## src/rtl/irqv_pkg.sv

```systemverilog
package irqv_pkg;
  localparam int NUM_SRC      = 21;
  localparam int NUM_MASKABLE = 15;
  localparam int SRC_W        = $clog2(NUM_SRC);
  localparam int VEC_W        = 16;
  localparam logic [VEC_W-1:0] VEC_BASE = 16'hFFD6;

  localparam int IDX_XIRQ   = NUM_MASKABLE;
  localparam int IDX_SWI    = NUM_MASKABLE + 1;
  localparam int IDX_ILLOP  = NUM_MASKABLE + 2;
  localparam int IDX_WDOG   = NUM_MASKABLE + 3;
  localparam int IDX_CLKMON = NUM_MASKABLE + 4;
  localparam int IDX_RESET  = NUM_MASKABLE + 5;

  typedef struct packed {
    logic latchVec;
    logic clearVec;
    logic setMaskI;
    logic setMaskX;
  } ctlStrobe_t;
endpackage

```

## src/rtl/irqv_dpath.sv

```systemverilog
module irqv_dpath
  import irqv_pkg::*;
(
  input  logic               clk,
  input  logic               rst_n,
  input  logic [NUM_SRC-1:0] reqIn,
  input  logic [NUM_MASKABLE-1:0] localEn,
  input  logic               copDisable,
  input  logic               cmeEnable,
  input  logic               ccrWrite,
  input  logic               ccrWrI,
  input  logic               ccrWrX,
  input  ctlStrobe_t         ctl,
  output logic               anyElig,
  output logic               xirqLine,
  output logic               heldIsReset,
  output logic [VEC_W-1:0]   vecAddr,
  output logic [SRC_W-1:0]   srcId,
  output logic               maskI,
  output logic               maskX
);
  logic [NUM_SRC-1:0] elig;
  logic [SRC_W-1:0]   winner;
  logic [VEC_W-1:0]   winnerVec;

  // qualification of the maskable group, one line per source
  for (genvar g = 0; g < NUM_MASKABLE; g++) begin : g_maskable
    assign elig[g] = reqIn[g] & localEn[g] & ~maskI;
  end
  assign elig[IDX_XIRQ]   = reqIn[IDX_XIRQ] & ~maskX;
  assign elig[IDX_SWI]    = reqIn[IDX_SWI];
  assign elig[IDX_ILLOP]  = reqIn[IDX_ILLOP];
  assign elig[IDX_WDOG]   = reqIn[IDX_WDOG] & ~copDisable;
  assign elig[IDX_CLKMON] = reqIn[IDX_CLKMON] & cmeEnable;
  assign elig[IDX_RESET]  = reqIn[IDX_RESET];

  // ascending scan: the last (highest) eligible index wins
  always_comb begin
    winner = '0;
    for (int k = 0; k < NUM_SRC; k++) begin
      if (elig[k]) winner = SRC_W'(k);
    end
  end

  assign winnerVec   = VEC_BASE + (VEC_W'(winner) << 1);
  assign anyElig     = |elig;
  assign xirqLine    = reqIn[IDX_XIRQ];
  assign heldIsReset = (srcId == SRC_W'(IDX_RESET));

  always_ff @(posedge clk) begin
    if (!rst_n) begin
      vecAddr <= '0;
      srcId   <= '0;
    end else if (ctl.latchVec) begin
      vecAddr <= winnerVec;
      srcId   <= winner;
    end else if (ctl.clearVec) begin
      vecAddr <= '0;
      srcId   <= '0;
    end
  end

  always_ff @(posedge clk) begin
    if (!rst_n) begin
      maskI <= 1'b1;
      maskX <= 1'b1;
    end else begin
      if (ctl.setMaskI)   maskI <= 1'b1;
      else if (ccrWrite)  maskI <= ccrWrI;
      if (ctl.setMaskX)   maskX <= 1'b1;
      else if (ccrWrite)  maskX <= maskX & ccrWrX;
    end
  end

  p_ack_sets_i_r8: assert property (@(posedge clk) disable iff (!rst_n)
    ctl.setMaskI |=> maskI);

  p_x_never_set_by_write_r9: assert property (@(posedge clk) disable iff (!rst_n)
    (!maskX && !ctl.setMaskX) |=> !maskX);
endmodule

```

## src/rtl/irqv_ctrl.sv

```systemverilog
module irqv_ctrl
  import irqv_pkg::*;
(
  input  logic       clk,
  input  logic       rst_n,
  input  logic       boundary,
  input  logic       ack,
  input  logic       anyElig,
  input  logic       xirqLine,
  input  logic       heldIsReset,
  output ctlStrobe_t ctl,
  output logic       vecValid
);
  always_comb begin
    ctl.latchVec = boundary & ~vecValid & anyElig;
    ctl.clearVec = ack & vecValid;
    ctl.setMaskI = ctl.clearVec;
    ctl.setMaskX = ctl.clearVec & (xirqLine | heldIsReset);
  end

  always_ff @(posedge clk) begin
    if (!rst_n)             vecValid <= 1'b0;
    else if (ctl.latchVec)  vecValid <= 1'b1;
    else if (ctl.clearVec)  vecValid <= 1'b0;
  end

  p_held_until_ack_r7: assert property (@(posedge clk) disable iff (!rst_n)
    (vecValid && !ack) |=> vecValid);

  p_no_capture_off_boundary_r6: assert property (@(posedge clk) disable iff (!rst_n)
    (!vecValid && !boundary) |=> !vecValid);
endmodule

```

## src/rtl/irq_vector_resolver.sv

```systemverilog
module irq_vector_resolver
  import irqv_pkg::*;
(
  input  logic        clk,
  input  logic        rst_n,
  input  logic [20:0] reqIn,
  input  logic [14:0] localEn,
  input  logic        copDisable,
  input  logic        cmeEnable,
  input  logic        boundary,
  input  logic        ack,
  input  logic        ccrWrite,
  input  logic        ccrWrI,
  input  logic        ccrWrX,
  output logic        irqPending,
  output logic        vecValid,
  output logic [15:0] vecAddr,
  output logic [4:0]  srcId,
  output logic        maskI,
  output logic        maskX
);
  ctlStrobe_t ctl;
  logic anyElig, xirqLine, heldIsReset;

  irqv_dpath u_dpath (
    .clk(clk), .rst_n(rst_n), .reqIn(reqIn), .localEn(localEn),
    .copDisable(copDisable), .cmeEnable(cmeEnable),
    .ccrWrite(ccrWrite), .ccrWrI(ccrWrI), .ccrWrX(ccrWrX), .ctl(ctl),
    .anyElig(anyElig), .xirqLine(xirqLine), .heldIsReset(heldIsReset),
    .vecAddr(vecAddr), .srcId(srcId), .maskI(maskI), .maskX(maskX)
  );

  irqv_ctrl u_ctrl (
    .clk(clk), .rst_n(rst_n), .boundary(boundary), .ack(ack),
    .anyElig(anyElig), .xirqLine(xirqLine), .heldIsReset(heldIsReset),
    .ctl(ctl), .vecValid(vecValid)
  );

  assign irqPending = anyElig;

  p_hold_stable_r7: assert property (@(posedge clk) disable iff (!rst_n)
    (vecValid && !ack) |=> ($stable(vecAddr) && $stable(srcId)));

  p_idle_zero_r8: assert property (@(posedge clk) disable iff (!rst_n)
    !vecValid |-> (vecAddr == '0 && srcId == '0));

  p_vector_matches_id_r1: assert property (@(posedge clk) disable iff (!rst_n)
    vecValid |-> (vecAddr == VEC_W'(VEC_BASE + (VEC_W'(srcId) << 1))));
endmodule

```

## config.mk

```make
export PLATFORM = sky130hd
export DESIGN_NAME = irq_vector_resolver
export DESIGN_NICKNAME = d
export VERILOG_FILES = /design/src/rtl/irqv_pkg.sv /design/src/rtl/irqv_dpath.sv /design/src/rtl/irqv_ctrl.sv /design/src/rtl/irq_vector_resolver.sv
export SDC_FILE = /design/constraint.sdc
export NUM_CORES = 1
export LEC_CHECK = 0
export CORE_ASPECT_RATIO = 0.6
export CORE_MARGIN = 2
export CORE_UTILIZATION = 33
export CTS_CLUSTER_DIAMETER = 50
export CTS_CLUSTER_SIZE = 16
export DETAILED_ROUTE_END_ITERATION = 7
export PLACE_DENSITY = 0.75
export SYNTH_ARGS = -nofsm -noshare
export SYNTH_HDL_FRONTEND = slang
export SYNTH_SLANG_ARGS = --single-unit
```

## constraint.sdc

```tcl
create_clock -name clk -period 2.2 [get_ports clk]
set_clock_uncertainty 0.05 [all_clocks]
set_input_delay 0.22 -clock clk [delete_from_list [all_inputs] [get_ports clk]]
set_output_delay 0.22 -clock clk [all_outputs]
set_load 0.02 [all_outputs]
```

==> results of run 1 <==
==> logic make-up (layout without fill, tap and decap cells) <==
family | Yosys count | after routing
simple gates | 52 | 52
compound gates | 44 | 44
flops | 15 | 15
buf+inv | 15 | 101
xor+xnor | 2 | 2
other cells | 1 | 1
==> flip-flops by register name, summed over array words and instances (netlist names) <==
name,cells
u_dpath.maskX,1
u_dpath.vecAddr,7
u_ctrl.vecValid,1
u_dpath.srcId,5
u_dpath.maskI,1
==> cells in the mapped netlist, types with 2 or more instances <==
cell type,n
a211oi_1,2
a21o_1,2
a21oi_1,6
a22o_1,4
a22oi_1,3
a31oi_1,2
a32o_1,2
and2_1,4
buf_4,9
dfxtp_1,15
inv_1,4
nand2_1,19
nand2b_1,3
nand3_1,3
nand3b_1,2
nor2_1,6
nor2b_1,4
nor4_1,2
nor4b_1,2
o211ai_1,2
o21ai_0,4
o21ai_1,2
o2bb2ai_1,5
xnor2_1,2
==> what timing repair did <==
action,in CTS,in global routing
pin swaps,0,2
endpoints found under the setup margin,1,9
gates resized for setup,1,6
setup buffers,0,0
==> how the worst max path moves through the flow <==
stage                               startpoint                              end  cells past startpoint
floorplan           u_dpath.maskI$_SDFFE_PP1P_  u_dpath.vecAddr[4]$_SDFFE_PN0P_                      8
global placement                      reqIn[8]                       irqPending                      7
detailed placement                   reqIn[10]  u_dpath.vecAddr[3]$_SDFFE_PN0P_                      8
CTS                                   reqIn[8]                       irqPending                      7
global route                         reqIn[10]  u_dpath.vecAddr[3]$_SDFFE_PN0P_                      8
finish                               reqIn[10]  u_dpath.vecAddr[3]$_SDFFE_PN0P_                      8
==> metrics by stage <==
step	instances	total power [W]	util, %
global route	257	0.000986	66.0
floorplan	129	0.000498	-
global placement	253	0.000697	63.8
detailed placement	253	0.000708	63.8
finish	257	0.000942	66.0
CTS	257	0.000940	65.3
==> per-layer routing <==
layer | global-route usage [%] | up-vias | wire length, um
met3 | 5.85 | 8 | 216
li1 | - | 653 | -
met2 | 34.2 | 49 | 1680
met4 | 7.50 | 0 | 61
met5 | 0 | - | 0
met1 | 25.7 | 570 | 1690
==> power breakdown <==
| part | leakage [nW] | total (W) | switching [W] | internal [W] |
|---|---|---|---|---|
| clock | 0.0228 | 0.000234 | 0.000105 | 0.000129 |
| sequential | 0.124 | 0.000314 | 0.0000197 | 0.000295 |
| combinational | 0.635 | 0.000394 | 0.000174 | 0.000220 |
==> worst min-delay path, delay by kind of cell, from the launching register on <==
kind / cells / cell delay [ns]
DFF: 1 / 0.31
and+or+nand+nor: 2 / 0.10
==> area by class of cell <==
type	instances	area, um2
Clock buffer	4	45.0
Sequential cell	15	300
Inverter	4	15.0
Tap cell	42	52.6
Fill cell	250	1010
Timing Repair Buffer	93	867
Multi-Input combinational cell	99	677
==> flow_summary.json, run 1 <==
{
  "tns_ns": 0,
  "layout_common_cells": "67 x clkdlybuf4s50_1, 25 x buf_4, 19 x nand2_1",
  "p_leak_nw": 0.782,
  "place.gp.congestion": 0.784,
  "firstDrtPassIters": 4,
  "worstHoldPathCells": 2,
  "synth_top_cell_by_area": "dfxtp_1",
  "grt-ovfl-total": 0,
  "rows": 15,
  "tritoncts": "built",
  "cp-end-kind": "flop",
  "async_reset_ff_share_pct": 0,
  "viasPerCell": 4.98,
  "fin_ws_ns": 0.0869,
  "maxCapViolCount": 0,
  "cp.required_ns": 2.28,
  "h-tree-depth": 1,
  "num_antenna_cells": 0,
  "crit_path_start_kind": "input pin",
  "die_w_um": 77.0,
  "worst_path_max_delay_cell": "clkdlybuf4s50_1",
  "grt_pass1_vias": 1205,
  "nets": 261,
  "fin_crit_sh_pct": 96.1,
  "r2r_cells": 8,
  "post_dp_cell_area_mm2": 0.00189,
  "fin_crit_ns": 2.11,
  "initial_utilization_pct": 35.6,
  "fmax_mhz": 473,
  "clk_latency_ns": 0.26,
  "syn_area_per_cell_um2": 8.19,
  "drt_iter0_markers": 71,
  "clk_pin_slew_ns": 0.07,
  "crit_fanout": 3,
  "yosys.area_share.simple_pct": 27.3,
  "r2r_end": "u_dpath.vecAddr[3]$_SDFFE_PN0P_",
  "synth_edf_count": 0,
  "crit_type": "in2reg",
  "design_area_mm2": 0.00196,
  "cts_hold_buffers": 0,
  "hp-start": "u_dpath.vecAddr[6]$_SDFFE_PN0P_",
  "rsz0062_at_grt": "yes",
  "layout-drive-gt1-share_pct": 18.1,
  "grt_pass1_wl_um": 5630,
  "status": "finished, final reports clean",
  "ioPinCount": 70,
  "peakVddDrop_mv": 0.317,
  "grt.total_usage_pct": 20.2,
  "r2r_slack_ns": 0.17,
  "numCtsBuffers": 3,
  "grt_max_degree": 11,
  "worstPathCellList": "clkdlybuf4s50_1, a22o_1, and2_1, o311ai_1, nand4_1, or3_1, a21oi_1, o2bb2ai_1",
  "syn_area_mm2": 0.00106,
  "place.port_buffers": 68,
  "wl_per_cell_um": 14.2,
  "antenna_found_initial": 0,
  "ys_warn_count": 0,
  "hpwl_um": 3140,
  "crit_family": "compound AO/OA/AOI/OAI gates",
  "critPathArrivalTime_ns": 2.20,
  "ys.flop_type": "dfxtp_1",
  "min_path_type": "reg2reg",
  "max_stage_delay_ns": 0.43,
  "final-setup-viol-count": 0,
  "synth_top_family_by_area": "compound AO/OA/AOI/OAI gates",
  "clockBufferDepth": 2,
  "drv_slew": 0,
  "min_to": "u_dpath.vecAddr[6]$_SDFFE_PN0P_",
  "ant_nets": 0,
  "ys_seq_area_share_pct": 28.4,
  "hold_ws_ns": 0.411,
  "synth_area_leaders": "dfxtp_1 28%, nand2_1 6.8%, buf_4 6.4%, o2bb2ai_1 4.1%, a22o_1 3.3%",
  "die_area_mm2": 0.00368,
  "place_ws_ns": -0.179,
  "powerDensity_mw_per_mm2": 481,
  "root_buffer": "clkbuf_8",
  "core-area_mm2": 0.00297,
  "synth_top_area_share_pct": 28.4,
  "synth_mux_area_share_pct": 0,
  "synth-seq-cells": 15,
  "num_vias": 1280,
  "areaGrowthSynthToFinish_pct": 85.3,
  "path_buf_inv": 1,
  "hold_viol": 0,
  "syn_nets": 174,
  "cts_num_sinks": 15,
  "synthAdderAreaFrac_pct": 0,
  "synth_cell_type_count": 44,
  "synth-compound-area-share_pct": 32.9,
  "synth-xor-area-share_pct": 1.66,
  "r2r-start": "u_dpath.maskI$_SDFFE_PP1P_",
  "wirelength_um": 3650,
  "final_common_cell": "clkdlybuf4s50_1",
  "drc_errors": 0,
  "die_h_um": 47.8,
  "synthesis.instances": 129
}
No activity file was read; power rests on OpenSTA's default activity.
==> inputs of run 2 (changes only) <==
==> constraint.sdc (replaced) <==
create_clock -name clk -period 2.47 [get_ports clk]
set_clock_uncertainty 0.05 [all_clocks]
set_input_delay 0.247 -clock clk [delete_from_list [all_inputs] [get_ports clk]]
set_output_delay 0.247 -clock clk [all_outputs]
set_load 0.02 [all_outputs]
==> flow_summary.json, run 2 (synthesized netlist as in run 1, its figures left out) <==
{
  "grt-ovfl-total": 0,
  "num_vias": 1249,
  "clk_latency_ns": 0.25,
  "drc_errors": 0,
  "seqPwrFrac_pct": 34.5,
  "crit_type": "in2reg",
  "ant_nets": 0,
  "final-setup-viol-count": 0,
  "antenna_found_initial": 0,
  "die_area_mm2": 0.00368,
  "num_antenna_cells": 0,
  "cts_hold_buffers": 0,
  "fin_crit_sh_pct": 89.4,
  "final_common_cell": "clkdlybuf4s50_1",
  "numCtsBuffers": 3,
  "powerDensity_mw_per_mm2": 436,
  "maxCapViolCount": 0,
  "r2r_slack_ns": 0.28,
  "rows": 15,
  "p_sw_share_pct": 30.9,
  "cp.required_ns": 2.55,
  "drv_slew": 0,
  "grt_pass1_vias": 1208,
  "crit_fanout": 3,
  "critPathArrivalTime_ns": 2.29,
  "min_path_type": "reg2reg",
  "viasPerCell": 5.10,
  "status": "finished, final reports clean",
  "grt.total_usage_pct": 19.2,
  "tritoncts": "built",
  "power.switching_w": 0.000250,
  "nets": 249,
  "tns_ns": 0,
  "regMostFlops": "u_dpath.vecAddr",
  "post_dp_cell_area_mm2": 0.00180,
  "p_clk_share_pct": 24.5,
  "rsz0062_at_grt": "no",
  "place.gp.congestion": 0.803,
  "cp-end-kind": "flop",
  "wl_per_cell_um": 14.1,
  "die_w_um": 77.0,
  "place.port_buffers": 68,
  "ioPinCount": 70,
  "grt_use_met2_pct": 31.2,
  "clk_pin_slew_ns": 0.06,
  "grt_use_met1_pct": 24.4,
  "firstDrtPassIters": 4,
  "hpwl_um": 2950,
  "wirelength_um": 3460,
  "crit_path_start_kind": "input pin",
  "busiest_layer": "met2",
  "fmax_mhz": 453,
  "core-area_mm2": 0.00297,
  "drt_iter0_markers": 57,
  "internal_power_w": 0.000559,
  "grt_max_degree": 11,
  "fin_crit_ns": 2.21,
  "reg_top3": "u_dpath.vecAddr (7), u_dpath.srcId (5)",
  "root_buffer": "clkbuf_8",
  "initial_utilization_pct": 35.6,
  "cts_resized": 0,
  "layout-drive-gt1-share_pct": 11.8,
  "cts_num_sinks": 15,
  "die_h_um": 47.8,
  "met3_usage_pct": 6.23,
  "hold_viol": 0,
  "peakVddDrop_mv": 0.247,
  "largest_reg_flops": 7,
  "clockBufferDepth": 2,
  "power.share.combinational_pct": 41.0,
  "layout_common_cells": "67 x clkdlybuf4s50_1, 19 x nand2_1, 15 x dfxtp_1",
  "grt_pass1_wl_um": 5480,
  "cts_setup_buffers": 0,
  "p_leak_nw": 0.728,
  "areaGrowthSynthToFinish_pct": 75.7,
  "nFillCells": 272,
  "design_area_mm2": 0.00186,
  "h-tree-depth": 1
}
-- run 2: changes by cell type in the layout (fill, tap and decap cells not counted), sizes merged --
cell / previous run / this run
dlymetal6s2s: 0 / 1
buf: 25 / 13
dlygate4sd2: 1 / 0
-- run 2: per-stage QoR --
stage          util [%]  hold slack [ns]  total power (W)  setup slack [ns]  instances
2_1_floorplan         -            0.286         0.000444             0.475        129
4_1_cts            62.3            0.399         0.000815            0.0555        245
3_5_place_dp       60.8            0.391         0.000613            0.0228        241
3_3_place_gp       60.8            0.384         0.000606            0.0642        241
6_report           62.6            0.396         0.000809             0.262        245
5_1_grt            62.6            0.421         0.000850            0.0160        245
-- run 2: power by group through the flow --
stage | clock (W) | combinational (W) | sequential, W
4_1_cts | 0.000205 | 0.000331 | 0.000279
3_3_place_gp | 0 | 0.000323 | 0.000283
5_1_grt | 0.000213 | 0.000356 | 0.000282
3_5_place_dp | 0 | 0.000329 | 0.000285
2_1_floorplan | 0 | 0.000137 | 0.000307
6_report | 0.000198 | 0.000332 | 0.000279
-- run 2: cell type report --
class	count	area, um2	area share (%)
Sequential cell	15	300	16.2
Multi-Input combinational cell	99	662	35.7
Timing Repair Buffer	81	781	42.1
Inverter	4	15.0	0.809
Clock buffer	4	45.0	2.43
Tap cell	42	52.6	2.83
-- run 2: worst paths after layout --
kind / to / start / cells after the start
worst max register to register: u_dpath.vecAddr[3]$_SDFFE_PN0P_ / u_dpath.maskI$_SDFFE_PP1P_ / 8
worst max-delay path: u_dpath.vecAddr[3]$_SDFFE_PN0P_ / reqIn[10] / 8
worst min register to register: u_dpath.vecAddr[6]$_SDFFE_PN0P_ / u_dpath.vecAddr[6]$_SDFFE_PN0P_ / 2
worst min-delay path: u_dpath.vecAddr[6]$_SDFFE_PN0P_ / u_dpath.vecAddr[6]$_SDFFE_PN0P_ / 2
-- run 2: critical path, stage by stage --
cell             delay [ns]
clkdlybuf4s50_1        0.42
a22o_1                 0.25
and2_1                 0.16
o311ai_1               0.36
nand4_1                0.20
or3_1                  0.37
a21oi_1                0.20
o2bb2ai_1              0.09
-- run 2: layer usage --
layer	wire length [um]	vias up
met2	1580	50
met5	0	-
li1	-	631
met3	238	4
met1	1610	564
met4	36	0
